--- config.mk ---
export PLATFORM = sky130hd
export DESIGN_NAME = pue_energy_extractor
export DESIGN_NICKNAME = d
export VERILOG_FILES = /design/src/rtl/pue_pkg.sv /design/src/rtl/pue_event_tracker.sv /design/src/rtl/pue_decay_corrector.sv /design/src/rtl/pue_out_port.sv /design/src/rtl/pue_energy_extractor.sv
export SDC_FILE = /design/constraint.sdc
export NUM_CORES = 1
export LEC_CHECK = 0
export CORE_MARGIN = 2
export CORE_UTILIZATION = 55
export CTS_CLUSTER_DIAMETER = 60
export DETAILED_ROUTE_END_ITERATION = 7
export DONT_BUFFER_PORTS = 1
export PLACE_DENSITY = 0.7
export SLEW_MARGIN = 40
export SYNTH_ARGS = -nofsm -noshare
export SYNTH_HDL_FRONTEND = slang
export SYNTH_HIERARCHICAL = 1
export SYNTH_SLANG_ARGS = --single-unit
--- constraint.sdc ---
create_clock -name clk -period 6.64 [get_ports clk]
set_clock_uncertainty 0.2 [all_clocks]
set_input_delay 1.66 -clock clk [delete_from_list [all_inputs] [get_ports clk]]
set_output_delay 1.66 -clock clk [all_outputs]
set_load 0.005 [all_outputs]
--- src/rtl/pue_pkg.sv ---
package pue_pkg;

    localparam int SAMPLE_W  = 10;
    localparam int TS_W      = 32;
    localparam int FRAC_W    = 16;
    localparam int CNT_W     = 7;
    localparam int ACC_W     = SAMPLE_W + CNT_W;
    localparam int CUM_W     = FRAC_W + CNT_W;
    localparam int PROD_W    = SAMPLE_W + CUM_W;
    localparam int LUT_DEPTH = 1 << CNT_W;

    typedef enum logic {
        TRK_IDLE  = 1'b0,
        TRK_INTEG = 1'b1
    } trk_state_e;

    // One closed event as handed from the tracker to the corrector
    typedef struct packed {
        logic [TS_W-1:0]     stamp;
        logic [SAMPLE_W-1:0] tail;
        logic [CNT_W-1:0]    cnt;
        logic [ACC_W-1:0]    sum;
    } evt_rec_t;

    // Corrected result toward the output port
    typedef struct packed {
        logic [TS_W-1:0]  stamp;
        logic [ACC_W-1:0] energy;
    } evt_res_t;

    // Cumulative decay weight: sum over k=1..n of ratio^k, Q16, truncating each step
    function automatic logic [CUM_W-1:0] cum_decay(input int unsigned ratio,
                                                   input int unsigned n);
        longint unsigned w;
        longint unsigned acc;
        w   = 64'd1 << FRAC_W;
        acc = 64'd0;
        for (int unsigned k = 1; k <= n; k++) begin
            w   = (w * longint'(ratio)) >> FRAC_W;
            acc = acc + w;
        end
        return CUM_W'(acc);
    endfunction

endpackage

--- src/rtl/pue_event_tracker.sv ---
module pue_event_tracker
    import pue_pkg::*;
#(
    parameter int WIN_MAX = 63
) (
    input  logic                clk,
    input  logic                rst,
    input  logic                start_i,
    input  logic [SAMPLE_W-1:0] sample_i,
    input  logic [CNT_W-1:0]    win_len_i,
    output logic                close_o,
    output evt_rec_t            rec_o
);

    localparam logic [CNT_W-1:0] WIN_CAP = CNT_W'(WIN_MAX);

    trk_state_e          state_q;
    logic [ACC_W-1:0]    sum_q;
    logic [CNT_W-1:0]    cnt_q;
    logic [TS_W-1:0]     clock_q;
    logic [TS_W-1:0]     stamp_q;
    logic [SAMPLE_W-1:0] tail_q;
    logic [SAMPLE_W-1:0] prev_q;
    logic [CNT_W-1:0]    win_eff;

    always_comb begin
        if (win_len_i == '0)
            win_eff = CNT_W'(1);
        else if (win_len_i > WIN_CAP)
            win_eff = WIN_CAP;
        else
            win_eff = win_len_i;
    end

    assign close_o = (state_q == TRK_INTEG) && (start_i || (cnt_q >= win_eff));
    assign rec_o   = '{stamp: stamp_q, tail: tail_q, cnt: cnt_q, sum: sum_q};

    always_ff @(posedge clk) begin
        if (rst) begin
            state_q <= TRK_IDLE;
            sum_q   <= '0;
            cnt_q   <= '0;
            clock_q <= '0;
            stamp_q <= '0;
            tail_q  <= '0;
            prev_q  <= '0;
        end else begin
            clock_q <= clock_q + 1'b1;
            prev_q  <= sample_i;
            if (start_i) begin
                state_q <= TRK_INTEG;
                sum_q   <= ACC_W'(sample_i);
                cnt_q   <= CNT_W'(1);
                stamp_q <= clock_q;
                tail_q  <= (state_q == TRK_INTEG) ? prev_q : '0;
            end else if (close_o) begin
                state_q <= TRK_IDLE;
            end else if (state_q == TRK_INTEG) begin
                sum_q <= sum_q + ACC_W'(sample_i);
                cnt_q <= cnt_q + 1'b1;
            end
        end
    end

    // a window close without a new start leaves the tracker idle
    p_idle_after_close_r2: assert property (@(posedge clk) disable iff (rst)
        (close_o && !start_i) |=> (state_q == TRK_IDLE));

    // any start opens an event holding exactly one sample
    p_restart_r3: assert property (@(posedge clk) disable iff (rst)
        start_i |=> (state_q == TRK_INTEG && cnt_q == CNT_W'(1)));

    // an event started from idle carries no tail
    p_fresh_tail_r4: assert property (@(posedge clk) disable iff (rst)
        (start_i && state_q == TRK_IDLE) |=> (tail_q == '0));

    // the start stamp is the counter value of the start cycle
    p_stamp_r1: assert property (@(posedge clk) disable iff (rst)
        start_i |=> (stamp_q == $past(clock_q)));

endmodule

--- src/rtl/pue_decay_corrector.sv ---
module pue_decay_corrector
    import pue_pkg::*;
#(
    parameter int unsigned DECAY_Q16 = 62342
) (
    input  logic     clk,
    input  logic     rst,
    input  logic     v_i,
    input  evt_rec_t rec_i,
    output logic     v_o,
    output evt_res_t res_o
);

    logic [CUM_W-1:0] cum_lut [LUT_DEPTH];

    for (genvar g = 0; g < LUT_DEPTH; g++) begin : g_lut
        assign cum_lut[g] = cum_decay(DECAY_Q16, g);
    end

    // Stage 1: table fetch
    logic                v1_q;
    logic [CUM_W-1:0]    cum1_q;
    logic [SAMPLE_W-1:0] tail1_q;
    logic [ACC_W-1:0]    sum1_q;
    logic [TS_W-1:0]     stamp1_q;
    // Stage 2: weight times tail, back to integer scale
    logic                v2_q;
    logic [ACC_W-1:0]    resid2_q;
    logic [ACC_W-1:0]    sum2_q;
    logic [TS_W-1:0]     stamp2_q;
    // Stage 3: subtract and clamp
    logic                v3_q;
    evt_res_t            res3_q;

    logic [PROD_W-1:0]   prod_c;
    assign prod_c = PROD_W'(tail1_q) * PROD_W'(cum1_q);

    always_ff @(posedge clk) begin
        if (rst) begin
            v1_q     <= 1'b0;
            cum1_q   <= '0;
            tail1_q  <= '0;
            sum1_q   <= '0;
            stamp1_q <= '0;
            v2_q     <= 1'b0;
            resid2_q <= '0;
            sum2_q   <= '0;
            stamp2_q <= '0;
            v3_q     <= 1'b0;
            res3_q   <= '0;
        end else begin
            v1_q     <= v_i;
            cum1_q   <= cum_lut[rec_i.cnt];
            tail1_q  <= rec_i.tail;
            sum1_q   <= rec_i.sum;
            stamp1_q <= rec_i.stamp;

            v2_q     <= v1_q;
            resid2_q <= ACC_W'(prod_c >> FRAC_W);
            sum2_q   <= sum1_q;
            stamp2_q <= stamp1_q;

            v3_q          <= v2_q;
            res3_q.stamp  <= stamp2_q;
            res3_q.energy <= (sum2_q > resid2_q) ? (sum2_q - resid2_q) : '0;
        end
    end

    assign v_o   = v3_q;
    assign res_o = res3_q;

    // the correction never adds energy to an event
    p_no_gain_r5: assert property (@(posedge clk) disable iff (rst)
        v_i |-> ##3 (v_o && (res_o.energy <= $past(rec_i.sum, 3))));

    // the start stamp survives the pipeline unchanged
    p_stamp_kept_r1: assert property (@(posedge clk) disable iff (rst)
        v_i |-> ##3 (res_o.stamp == $past(rec_i.stamp, 3)));

endmodule

--- src/rtl/pue_out_port.sv ---
module pue_out_port
    import pue_pkg::*;
(
    input  logic             clk,
    input  logic             rst,
    input  logic             v_i,
    input  evt_res_t         res_i,
    input  logic             fifo_full_i,
    output logic             fifo_wr_o,
    output logic [ACC_W-1:0] fifo_energy_o,
    output logic [TS_W-1:0]  fifo_stamp_o,
    output logic             overflow_o
);

    logic ovf_q;

    always_ff @(posedge clk) begin
        if (rst)
            ovf_q <= 1'b0;
        else if (v_i && fifo_full_i)
            ovf_q <= 1'b1;
    end

    assign fifo_wr_o     = v_i && !fifo_full_i;
    assign fifo_energy_o = res_i.energy;
    assign fifo_stamp_o  = res_i.stamp;
    assign overflow_o    = ovf_q;

    // the drop flag holds until reset
    p_ovf_sticky_r7: assert property (@(posedge clk) disable iff (rst)
        overflow_o |=> overflow_o);

    // the drop flag only rises after a result met a full FIFO
    p_ovf_cause_r7: assert property (@(posedge clk) disable iff (rst)
        $rose(overflow_o) |-> $past(v_i && fifo_full_i));

endmodule

--- src/rtl/pue_energy_extractor.sv ---
module pue_energy_extractor
    import pue_pkg::*;
#(
    parameter int          WIN_MAX   = 63,
    parameter int unsigned DECAY_Q16 = 62342
) (
    input  logic                clk,
    input  logic                rst,
    input  logic                start_i,
    input  logic [SAMPLE_W-1:0] sample_i,
    input  logic [CNT_W-1:0]    win_len_i,
    input  logic                fifo_full_i,
    output logic                fifo_wr_o,
    output logic [ACC_W-1:0]    fifo_energy_o,
    output logic [TS_W-1:0]     fifo_stamp_o,
    output logic                overflow_o
);

    logic     trk_close;
    evt_rec_t trk_rec;
    logic     res_v;
    evt_res_t res;

    pue_event_tracker #(.WIN_MAX(WIN_MAX)) i_tracker (
        .clk       (clk),
        .rst       (rst),
        .start_i   (start_i),
        .sample_i  (sample_i),
        .win_len_i (win_len_i),
        .close_o   (trk_close),
        .rec_o     (trk_rec)
    );

    pue_decay_corrector #(.DECAY_Q16(DECAY_Q16)) i_corrector (
        .clk   (clk),
        .rst   (rst),
        .v_i   (trk_close),
        .rec_i (trk_rec),
        .v_o   (res_v),
        .res_o (res)
    );

    pue_out_port i_out (
        .clk           (clk),
        .rst           (rst),
        .v_i           (res_v),
        .res_i         (res),
        .fifo_full_i   (fifo_full_i),
        .fifo_wr_o     (fifo_wr_o),
        .fifo_energy_o (fifo_energy_o),
        .fifo_stamp_o  (fifo_stamp_o),
        .overflow_o    (overflow_o)
    );

    // a closing event reaches the output port three cycles later
    p_latency_r6: assert property (@(posedge clk) disable iff (rst)
        trk_close |-> ##3 res_v);

    // a write strobe never lasts into a full cycle
    p_wr_not_full_r9: assert property (@(posedge clk) disable iff (rst)
        fifo_wr_o |-> !fifo_full_i);

endmodule

==> results.md, run 1 <==
* Number of H-tree levels at 2
* Area Growth Syn to Fin at 4.23%
* Slew Viols, Final at 0
* Asr flop ratio synth at 0%
* Die width at 201 µm
* # diodes at 0
* Post-DRT Antenna Nets at 0
* Finished Layout Cells at 2840
* Slew of the pin with the lowest slew margin at 0.782 ns
* Wire per inst at 18.5 µm
* FF-to-FF path depth at 16
* Num CTS Buffers at 34
* Clock root buffer master: clkbuf_16
* 1st-iter DRT viols at 1607
* Sequential fraction of the synthesis area at 29.0%
* Mapped Nets at 2753
* Gpl congestion at 0.979
* Post-synth top area share at 29.0%
* Mapped Cells at 2453
* Yosys cell types at 90
* Hold crit path type: reg2reg
* Clock slew seen by the registers of the worst setup and hold paths at 0.06 ns
* Clock sinks at 308
* Total of max-cap violations at 0
* Largest area contributor in the netlist: dfxtp_1
* Die area at 40300 µm²
* Normalized max-slew margin at 47.9%
* Worst Hold Depth at 1
* Core region area at 38400 µm²
* Fillers at 3457
* Most frequent cell after synthesis: dfxtp_1
* Avg Cell Area, Syn at 8.67 µm²
* First-pass GRT wire length at 85000 µm
* Clk Latency, worst-skew pair at 0.51 ns
* Synth cell count leaders: 308 x dfxtp_1, 220 x nand2_1, 190 x nor2_1
* Dpl cells at 2779
* Power per cell area at 185 nW/µm²
* Row cnt at 72
* CP startpoint kind: flop
* Worst VDD drop at 0.182 mV
* P_leak at 0.00961 µW
* TritonCTS clock tree: built
* Setup TNS at 0 ns
* Initial core utilization at 55.4%
* Worst Path Required at 6.83 ns
* Pin count of the biggest net entering global routing at 291
* First drt pass iteration count at 7
* Post-CTS resize count at 0
* Setup CP Type: reg2reg
* Minimum clock period at 6.09 ns
* Worst setup EP type: flop
* CTS Buffer Depth at 3
* Fin crit share at 91.7%
* Critical R2R Launch: i_corrector/tail1_q[6]
* RSZ-0062 raised after global routing: no
* Vias in the first global route at 16100
* Origin of the worst min-delay path: i_corrector/sum1_q[10]
* Endpoints failing setup at 0
* Placed wire-length estimate at 37500 µm
* Worst r2r dst: i_corrector/resid2_q[12]
* CP arrival at 6.27 ns
* Layout Nets at 2597
* WHS Endpoint: i_corrector/sum2_q[10]
* Vias per cell at 5.87
* Total GRT Usage at 25.8%
* Ys Warns at 6
* Outcome: complete, no violations
* Via count at 16700
* Post-synthesis sequential element count at 308
* Total gr overflow at 0
* Final wirelength at 52500 µm
* # port buffers at 0
* Final Hold Viols at 0
* Postcts setup bufs at 0
* Core Util, Final at 57.8%
* Initial antenna violation count at 0
* Top_reg_cell synth: dfxtp_1
* CP max FO at 21
* Layout cells sized above 1 at 5.00%
* Ranking of synthesized cells by area: dfxtp_1 29%, fa_1 14%, ha_1 7.5%, nor2b_1 5.4%, nand2_1 3.9%
* Die Height at 201 µm
* Post-synth EDFFs at 0
* R2R setup slack at 0.55 ns
* DR DRC count at 0
* Synth Cell Area at 21300 µm²
* FMAX at 0.164 GHz
* Hold buffers post-CTS at 0
* Io pins at 72
## registers in the layout, summed over array words and instances, names as in the netlist, 7 cells and up
name	flops
i_corrector/resid2_q	17
i_corrector/tail1_q	10
i_corrector/sum2_q	17
i_corrector/res_o	49
i_tracker/prev_q	10
i_tracker/sum_q	17
i_corrector/stamp1_q	32
i_tracker/cnt_q	7
i_tracker/clock_q	32
i_corrector/sum1_q	17
i_tracker/stamp_q	32
i_corrector/stamp2_q	32
i_tracker/tail_q	10
i_corrector/cum1_q	21
## where the power goes
group	total (µW)	switching, µW	internal [µW]
Clock	1930	744	1180
Combinational	260	156	103
Sequential	1910	29.6	1880
## how the worst max path moves through the flow
stage | start | end | slack [ns]
5_1_grt | i_corrector/tail1_q[9] | i_corrector/resid2_q[14] | 0.29
6_report | i_corrector/tail1_q[6] | i_corrector/resid2_q[12] | 0.55
4_1_cts | i_corrector/tail1_q[8] | i_corrector/resid2_q[12] | 0.62
3_5_place_dp | i_corrector/tail1_q[8] | i_corrector/resid2_q[12] | 0.63
3_3_place_gp | i_corrector/tail1_q[8] | i_corrector/resid2_q[12] | 0.76
2_1_floorplan | i_corrector/tail1_q[3] | i_corrector/resid2_q[12] | 1.21
## critical path, stage by stage, from the launching register on
cell       delay (ns)
dfxtp_1          0.76
nand2_1          0.19
fa_1             0.57
inv_1            0.05
fa_1             0.47
fa_1             0.52
fa_1             0.55
inv_1            0.05
fa_1             0.52
inv_1            0.04
ha_1             0.36
a21oi_1          0.30
o21ai_1          0.18
a2111oi_2        0.48
a211oi_2         0.20
a21oi_2          0.18
mux2_1           0.34
## cell usage in the layout (no fill, tap or decap), drive strengths merged, types with 22 or more instances in the layout
master / instances
o21ai: 90
nand4: 22
dfxtp: 308
nand2b: 37
nor2b: 185
nor3: 49
fa: 152
inv: 189
ha: 127
o211ai: 27
mux2i: 39
a21oi: 144
nand2: 220
a211oi: 32
nor2: 190
clkbuf: 49
xor2: 30
and2: 111
nand3: 37
## metrics by stage
stage                     hold WS, ns  power (µW)  worst slack (ns)  instance area (µm²)
after floorplan                 0.214        2160              1.21                21300
after detailed placement        0.222        2200             0.626                21000
final                           0.216        4090             0.553                22200
after global routing            0.239        4250             0.290                22200
after global placement          0.217        2190             0.762                21000
after CTS                       0.218        4130             0.620                22200
## final cells by class
class	instances	area [µm²]	share of cell area, %
Clock buffer	49	1010	4.55
Clock inverter	12	171	0.773
Inverter	187	702	3.17
Multi-Input combinational cell	1752	13400	60.3
Sequential cell	308	6170	27.9
Tap cell	518	648	2.92
Timing Repair Buffer	14	105	0.474
## layer usage
metal  GRT usage, %  vias up  share of wire, %  routed length, µm
li1               -     7846                 -                  -
met1           36.1     7972                45              23500
met2           40.3      735                44              23200
met3           4.59      128               7.5               3940
met4           8.99        0               3.4               1810
met5              0        -                 0                  0
## kinds of logic after synthesis
logic type / synth area share (%)
DFF: 29.0
xor gates and xnor gates: 2.02
and+or+nand+nor: 21.7
adders and majority gates: 21.8
buffers and inverters: 8.22
muxes: 2.86
AOI/OAI and AO/OA: 14.4
other: 0.0176
Power figures use the tool's default switching activity.
==> inputs of run 2 (changes only) <==
==> constraint.sdc (replaced) <==
create_clock -name clk -period 6.4 [get_ports clk]
set_clock_uncertainty 0.2 [all_clocks]
set_input_delay 1.6 -clock clk [delete_from_list [all_inputs] [get_ports clk]]
set_output_delay 1.6 -clock clk [all_outputs]
set_load 0.005 [all_outputs]
==> results.md, run 2 (synthesis results as in run 1) <==
* Pin count of the biggest net entering global routing at 291 (unchanged)
* Total GRT Usage at 26.2% (+0.45 points)
* Worst setup EP type: flop
* Clock sinks at 308 (unchanged)
* Worst VDD drop at 0.191 mV (+4.8%)
* TritonCTS clock tree: built
* Area Growth Syn to Fin at 4.50%
* Minimum clock period at 5.99 ns (-0.0960 ns)
* Setup TNS at 0 ns (unchanged)
* Gpl congestion at 1.03 (+5.4%)
* Worst Path Required at 6.60 ns (-0.23 ns)
* Clock slew seen by the registers of the worst setup and hold paths at 0.06 ns (about the same)
* DR DRC count at 0 (unchanged)
* Final Hold Viols at 0 (unchanged)
* Fin crit share at 93.6% (+1.9 points)
* First-pass GRT wire length at 86500 µm (+1.7%)
* Outcome: complete, no violations
* Final wirelength at 53000 µm (+1.0%)
* CP max FO at 21 (unchanged)
* Io pins at 72 (unchanged)
* # port buffers at 0 (unchanged)
* Power per cell area at 195 nW/µm² (+5.6%)
* P_leak at 0.00964 µW (+0.34%)
* Initial antenna violation count at 0 (unchanged)
* Endpoints failing setup at 0 (unchanged)
* Commonest non-fill, non-tap cell in the layout: dfxtp_1
* Clock root buffer master: clkbuf_16
* Sequential power share at 45.6% (-0.9 points)
* CTS Buffer Depth at 3 (unchanged)
* Row cnt at 72 (unchanged)
* Post-DRT Antenna Nets at 0 (unchanged)
* Switch share at 22.5% (-0.23 points)
* Core region area at 38400 µm² (unchanged)
* Most frequent cells in the layout: 305 x dfxtp_1, 220 x nand2_1, 189 x nor2_1
* Postcts setup bufs at 0 (unchanged)
* CP arrival at 6.19 ns (-0.08 ns)
* FMAX at 0.167 GHz (+1.6%)
* Die Height at 201 µm (unchanged)
* Total gr overflow at 0 (unchanged)
* Vias per cell at 5.86 (-0.20%)
* Clock power frac at 48.1% (+1.0 points)
* Num CTS Buffers at 36 (+5.9%)
* Hold buffers post-CTS at 0 (unchanged)
* RSZ-0062 raised after global routing: no
* Dpl cells at 2778 (-0.036%)
* Normalized max-slew margin at 44.1% (-3.8 points)
* Switch Pwr at 975 µW (+4.8%)
* First drt pass iteration count at 6 (-1)
* Origin of the worst min-delay path: i_corrector/sum1_q[10]
* Internal power at 3360 µW (+6.1%)
* Number of H-tree levels at 2 (unchanged)
* Wire per inst at 18.7 µm (+1.0%)
* Die area at 40300 µm² (unchanged)
* Slack of the critical path at 0.409 ns (-0.144 ns)
* 1st-iter DRT viols at 1452 (-9.6%)
* Slew of the pin with the lowest slew margin at 0.839 ns (+0.0572 ns)
* Gate power share at 6.2% (about the same)
* Clk Latency, worst-skew pair at 0.52 ns (about the same)
* Die width at 201 µm (unchanged)
* Post-CTS resize count at 0 (unchanged)
* Initial core utilization at 55.4% (unchanged)
* Vias in the first global route at 16400 (+1.6%)
* Hold crit path type: reg2reg
* Worst slack, placed at 0.417 ns (-0.210 ns)
* Top reg by flops: i_corrector/res_o
* Crit. Startpoint: i_corrector/tail1_q[6]
* Via count at 16600 (-0.20%)
* Finished Layout Cells at 2840 (unchanged)
* Layout cells sized above 1 at 5.17% (+0.17 points)
* Setup CP Type: reg2reg
* # diodes at 0 (unchanged)
* Slew Viols, Final at 0 (unchanged)
* CP startpoint kind: flop
* Total of max-cap violations at 0 (unchanged)
* Placed wire-length estimate at 37600 µm (+0.33%)
* Max reg flops at 49 (unchanged)
* Core Util, Final at 57.9% (+0.15 points)
* Critical R2R Launch: i_corrector/tail1_q[6]
* Layout Nets at 2598 (+0.039%)
## run 2: worst paths after layout
| path | to | slack, ns | cells past startpoint |
|---|---|---|---|
| setup / recovery | i_corrector/resid2_q[14] | 0.41 | 16 |
| hold / removal | i_corrector/sum2_q[10] | 0.23 | 1 |
| setup reg to reg | i_corrector/resid2_q[14] | 0.41 | 16 |
| hold reg to reg | i_corrector/sum2_q[10] | 0.23 | 1 |
## run 2: per-layer routing
| metal | up-vias | routed length, µm | track usage, % |
|---|---|---|---|
| li1 | 7854 | - | - |
| met2 | 694 | 23500 | 40.8 |
| met3 | 140 | 4150 | 4.85 |
| met4 | 0 | 1990 | 9.66 |
| met1 | 7960 | 23400 | 36.6 |
| met5 | - | 0 | 0 |
## run 2: through the flow
step                      hold WS [ns]  total power, µW  instance area [µm²]
after floorplan                  0.214             2240                21300
after global placement           0.216             2280                21000
after detailed placement         0.222             2280                21000
after CTS                        0.233             4370                22200
after global routing             0.241             4480                22200
final                            0.233             4330                22200
## run 2: final cells by class
cell class	instances	area, µm²
Tap cell	518	648
Fill cell	3410	16100
Timing Repair Buffer	13	97.6
Inverter	187	702
Clock inverter	17	221
Sequential cell	308	6170
Multi-Input combinational cell	1752	13400
Clock buffer	45	1030
## run 2: power groups by stage
stage	Combinational (µW)	Clock, µW	Sequential (µW)
2_1_floorplan	245	0	2000
3_3_place_gp	259	0	2020
3_5_place_dp	261	0	2020
4_1_cts	263	2130	1980
5_1_grt	295	2200	1980
6_report	269	2090	1980
## run 2: critical path: stages (launching register included)
cell and delay [ns]:
dfxtp_1 0.74, nand2_1 0.18, fa_1 0.57, inv_1 0.05
fa_1 0.46, fa_1 0.52, fa_1 0.55, inv_1 0.05
fa_1 0.52, inv_1 0.04, ha_1 0.36, a21oi_1 0.29
o21ai_0 0.22, a221oi_2 0.33, o41ai_2 0.17, a41oi_1 0.29
mux2_4 0.32
==> inputs of run 3 (changes only) <==
--- a/config.mk
+++ b/config.mk
@@ -14,5 +14,4 @@
 export SLEW_MARGIN = 40
 export SYNTH_ARGS = -nofsm -noshare
 export SYNTH_HDL_FRONTEND = slang
-export SYNTH_HIERARCHICAL = 1
 export SYNTH_SLANG_ARGS = --single-unit
==> results.md, run 3 <==
* First-pass GRT wire length at 85900 µm (-0.69%)
* FF-to-FF path depth at 16 (unchanged)
* Number of H-tree levels at 2 (unchanged)
* CP max FO at 21 (unchanged)
* Multi-input logic area at 13000 µm² (-3.0%)
* Final Hold Viols at 0 (unchanged)
* Worst VDD drop at 0.282 mV (+48%)
* Total gr overflow at 0 (unchanged)
* WHS Endpoint: i_corrector.sum2_q[16]
* Synth Cell Area at 20400 µm² (-4.0%)
* Slew of the pin with the lowest slew margin at 0.829 ns (-0.00990 ns)
* Wire per inst at 19.1 µm (+2.5%)
* Placed wire-length estimate at 37200 µm (-1.1%)
* Total GRT Usage at 27.6% (+1.4 points)
* Setup TNS at 0 ns (unchanged)
* Slew Viols, Final at 0 (unchanged)
* Post-synthesis sequential element count at 308 (unchanged)
* Top_reg_cell synth: dfxtp_1
* Power per cell area at 194 nW/µm² (-0.28%)
* Fillers at 3270 (-4.1%)
* Worst r2r dst: i_corrector.resid2_q[11]
* Final wirelength at 52700 µm (-0.57%)
* Origin of the worst min-delay path: i_corrector.sum1_q[16]
* Clock root buffer master: clkbuf_16
* Die width at 197 µm (-2.0%)
* Via count at 16200 (-2.9%)
* Sequential fraction of the synthesis area at 30.2% (+1.2 points)
* Area Growth Syn to Fin at 6.48%
* Clk Latency, worst-skew pair at 0.51 ns (about the same)
* Normalized max-slew margin at 44.7% (+0.58 points)
* Endpoints failing setup at 0 (unchanged)
* Minimum clock period at 6.12 ns (+0.131 ns)
* CTS Buffer Depth at 3 (unchanged)
* CP arrival at 6.33 ns (+0.14 ns)
* Worst Hold Depth at 1 (unchanged)
* 1st-iter DRT viols at 1426 (-1.8%)
* Clock slew seen by the registers of the worst setup and hold paths at 0.06 ns (about the same)
* Initial core utilization at 55.8% (+0.37 points)
* Most frequent cell after synthesis: dfxtp_1
* CP startpoint kind: flop
* Critical R2R Launch: i_corrector.tail1_q[6]
* # port buffers at 0 (unchanged)
* First drt pass iteration count at 7 (+1)
* Ranking of synthesized cells by area: dfxtp_1 30%, fa_1 15%, ha_1 7.9%, nor2b_1 5.7%, nor2_1 4.0%
* Post-synth top area share at 30.2% (+1.2 points)
* Register area at 6170 µm² (-0.10%)
* Post-synth EDFFs at 0 (unchanged)
* Synth cell count leaders: 308 x dfxtp_1, 218 x nor2_1, 199 x nand2_1
* Die Height at 197 µm (-2.0%)
* Hold buffers post-CTS at 0 (unchanged)
* RSZ-0062 raised after global routing: no
* Initial antenna violation count at 1 (+1)
* DR DRC count at 0 (unchanged)
* Yosys cell types at 72 (-20%)
* Avg Cell Area, Syn at 8.69 µm² (+0.24%)
* Postcts setup bufs at 0 (unchanged)
* P_leak at 0.00966 µW (+0.17%)
* Hold crit path type: reg2reg
* Asr flop ratio synth at 0% (unchanged)
* Post-CTS resize count at 0 (unchanged)
* Total of max-cap violations at 0 (unchanged)
* Vias in the first global route at 16100 (-1.7%)
* Num CTS Buffers at 34 (-5.6%)
* TritonCTS clock tree: built
* Max reg flops at 49 (unchanged)
* FMAX at 0.163 GHz (-2.1%)
* Worst Path Required at 6.60 ns (about the same)
* Die area at 38700 µm² (-3.9%)
* Fin crit share at 95.7% (+2.1 points)
* Most frequent cells in the layout: 306 x dfxtp_1, 217 x nor2_1, 199 x nand2_1
* Mapped Cells at 2350 (-4.2%)
* Core region area at 36600 µm² (-4.6%)
* R2R setup slack at 0.28 ns (-0.13 ns)
* Vias per cell at 5.87 (about the same)
* Row cnt at 70 (-2.8%)
* Top reg by flops: i_corrector.res_o
* Setup CP Type: reg2reg
* Gpl congestion at 0.970 (-6.0%)
* Final hold slack at 0.224 ns (-0.00952 ns)
* Mapped Nets at 2652 (-3.7%)
* Io pins at 72 (unchanged)
* Post-DRT Antenna Nets at 0 (unchanged)
* Layout cells sized above 1 at 5.25% (+0.084 points)
* Ys Warns at 0 (-6)
* Layout Nets at 2561 (-1.4%)
* Worst setup EP type: flop
* Clock sinks at 308 (unchanged)
* Commonest non-fill, non-tap cell in the layout: dfxtp_1
* Pin count of the biggest net entering global routing at 291 (unchanged)
* Largest area contributor in the netlist: dfxtp_1
* Outcome: complete, no violations
==> run 3: cell types whose count changed in the layout (fill, tap and decap cells not counted), moves of 8 or more <==
cell / previous run / this run
a21o_1: 15 / 25
nand2b_1: 37 / 23
nand2_1: 220 / 199
nor2_1: 189 / 217
a21oi_1: 142 / 126
and2_1: 105 / 121
a311oi_1: 13 / 21
a221oi_1: 12 / 4
o211ai_1: 27 / 13
nand4_1: 21 / 11
==> run 3: where the power goes <==
group          switching (µW)  internal, µW
clock                     814          1170
combinational             161           104
sequential               30.1          1950
==> run 3: layer usage <==
layer	routed length (µm)	up-vias	GRT usage, %
li1	-	7616	-
met1	23500	7809	38.0
met2	23400	593	43.5
met3	3890	142	5.61
met4	1890	0	9.66
met5	0	-	0
==> run 3: kinds of logic after synthesis <==
group | share of synthesized area, %
and+or+nand+nor | 22.3
buffers and inverters | 6.43
muxes | 2.71
adders and majority gates | 22.8
xor gates and xnor gates | 2.02
AOI/OAI and AO/OA | 13.6
other | 0.0184
DFF | 30.2
==> run 3: cell type report <==
| cell class | count | share of cell area, % |
|---|---|---|
| flip-flops and latches | 308 | 28.4 |
| clock buffers | 42 | 4.23 |
| diodes | 1 | 0.0115 |
| clock inverters | 20 | 1.12 |
| well taps | 468 | 2.69 |
| inverters | 188 | 3.26 |
| multi-input cells | 1706 | 59.5 |
| repair buffers | 21 | 0.782 |
==> run 3: through the flow <==
stage                     std cells  instance area, µm²  worst slack [ns]  power, µW  utilization [%]
after detailed placement       2691               20600             0.360       2280             56.2
after CTS                      2753               21700             0.349       4260             59.4
after global routing           2753               21700            0.0231       4380             59.4
after floorplan                2350               20400             0.969       2230                -
final                          2754               21700             0.278       4230             59.4
after global placement         2691               20600             0.543       2270             56.2
==> run 3: worst max path at each step <==
stage                            from                  endpoint  cells past startpoint
6_report       i_corrector.tail1_q[6]  i_corrector.resid2_q[11]                     16
5_1_grt        i_corrector.tail1_q[7]  i_corrector.resid2_q[11]                     16
4_1_cts        i_corrector.tail1_q[6]  i_corrector.resid2_q[11]                     16
3_5_place_dp   i_corrector.tail1_q[3]  i_corrector.resid2_q[11]                     17
3_3_place_gp   i_corrector.tail1_q[3]  i_corrector.resid2_q[11]                     17
2_1_floorplan  i_corrector.tail1_q[1]  i_corrector.resid2_q[11]                     18
==> run 3: critical path: stages, from the launching register on <==
cell	delay, ns
dfxtp_1	0.76
and2_1	0.24
fa_1	0.45
fa_1	0.58
fa_1	0.46
fa_1	0.57
inv_1	0.06
fa_1	0.53
inv_1	0.04
ha_1	0.33
a21oi_1	0.23
o21ai_0	0.14
a221oi_1	0.25
o21ai_1	0.23
o21a_1	0.33
a41oi_1	0.25
mux2_2	0.35
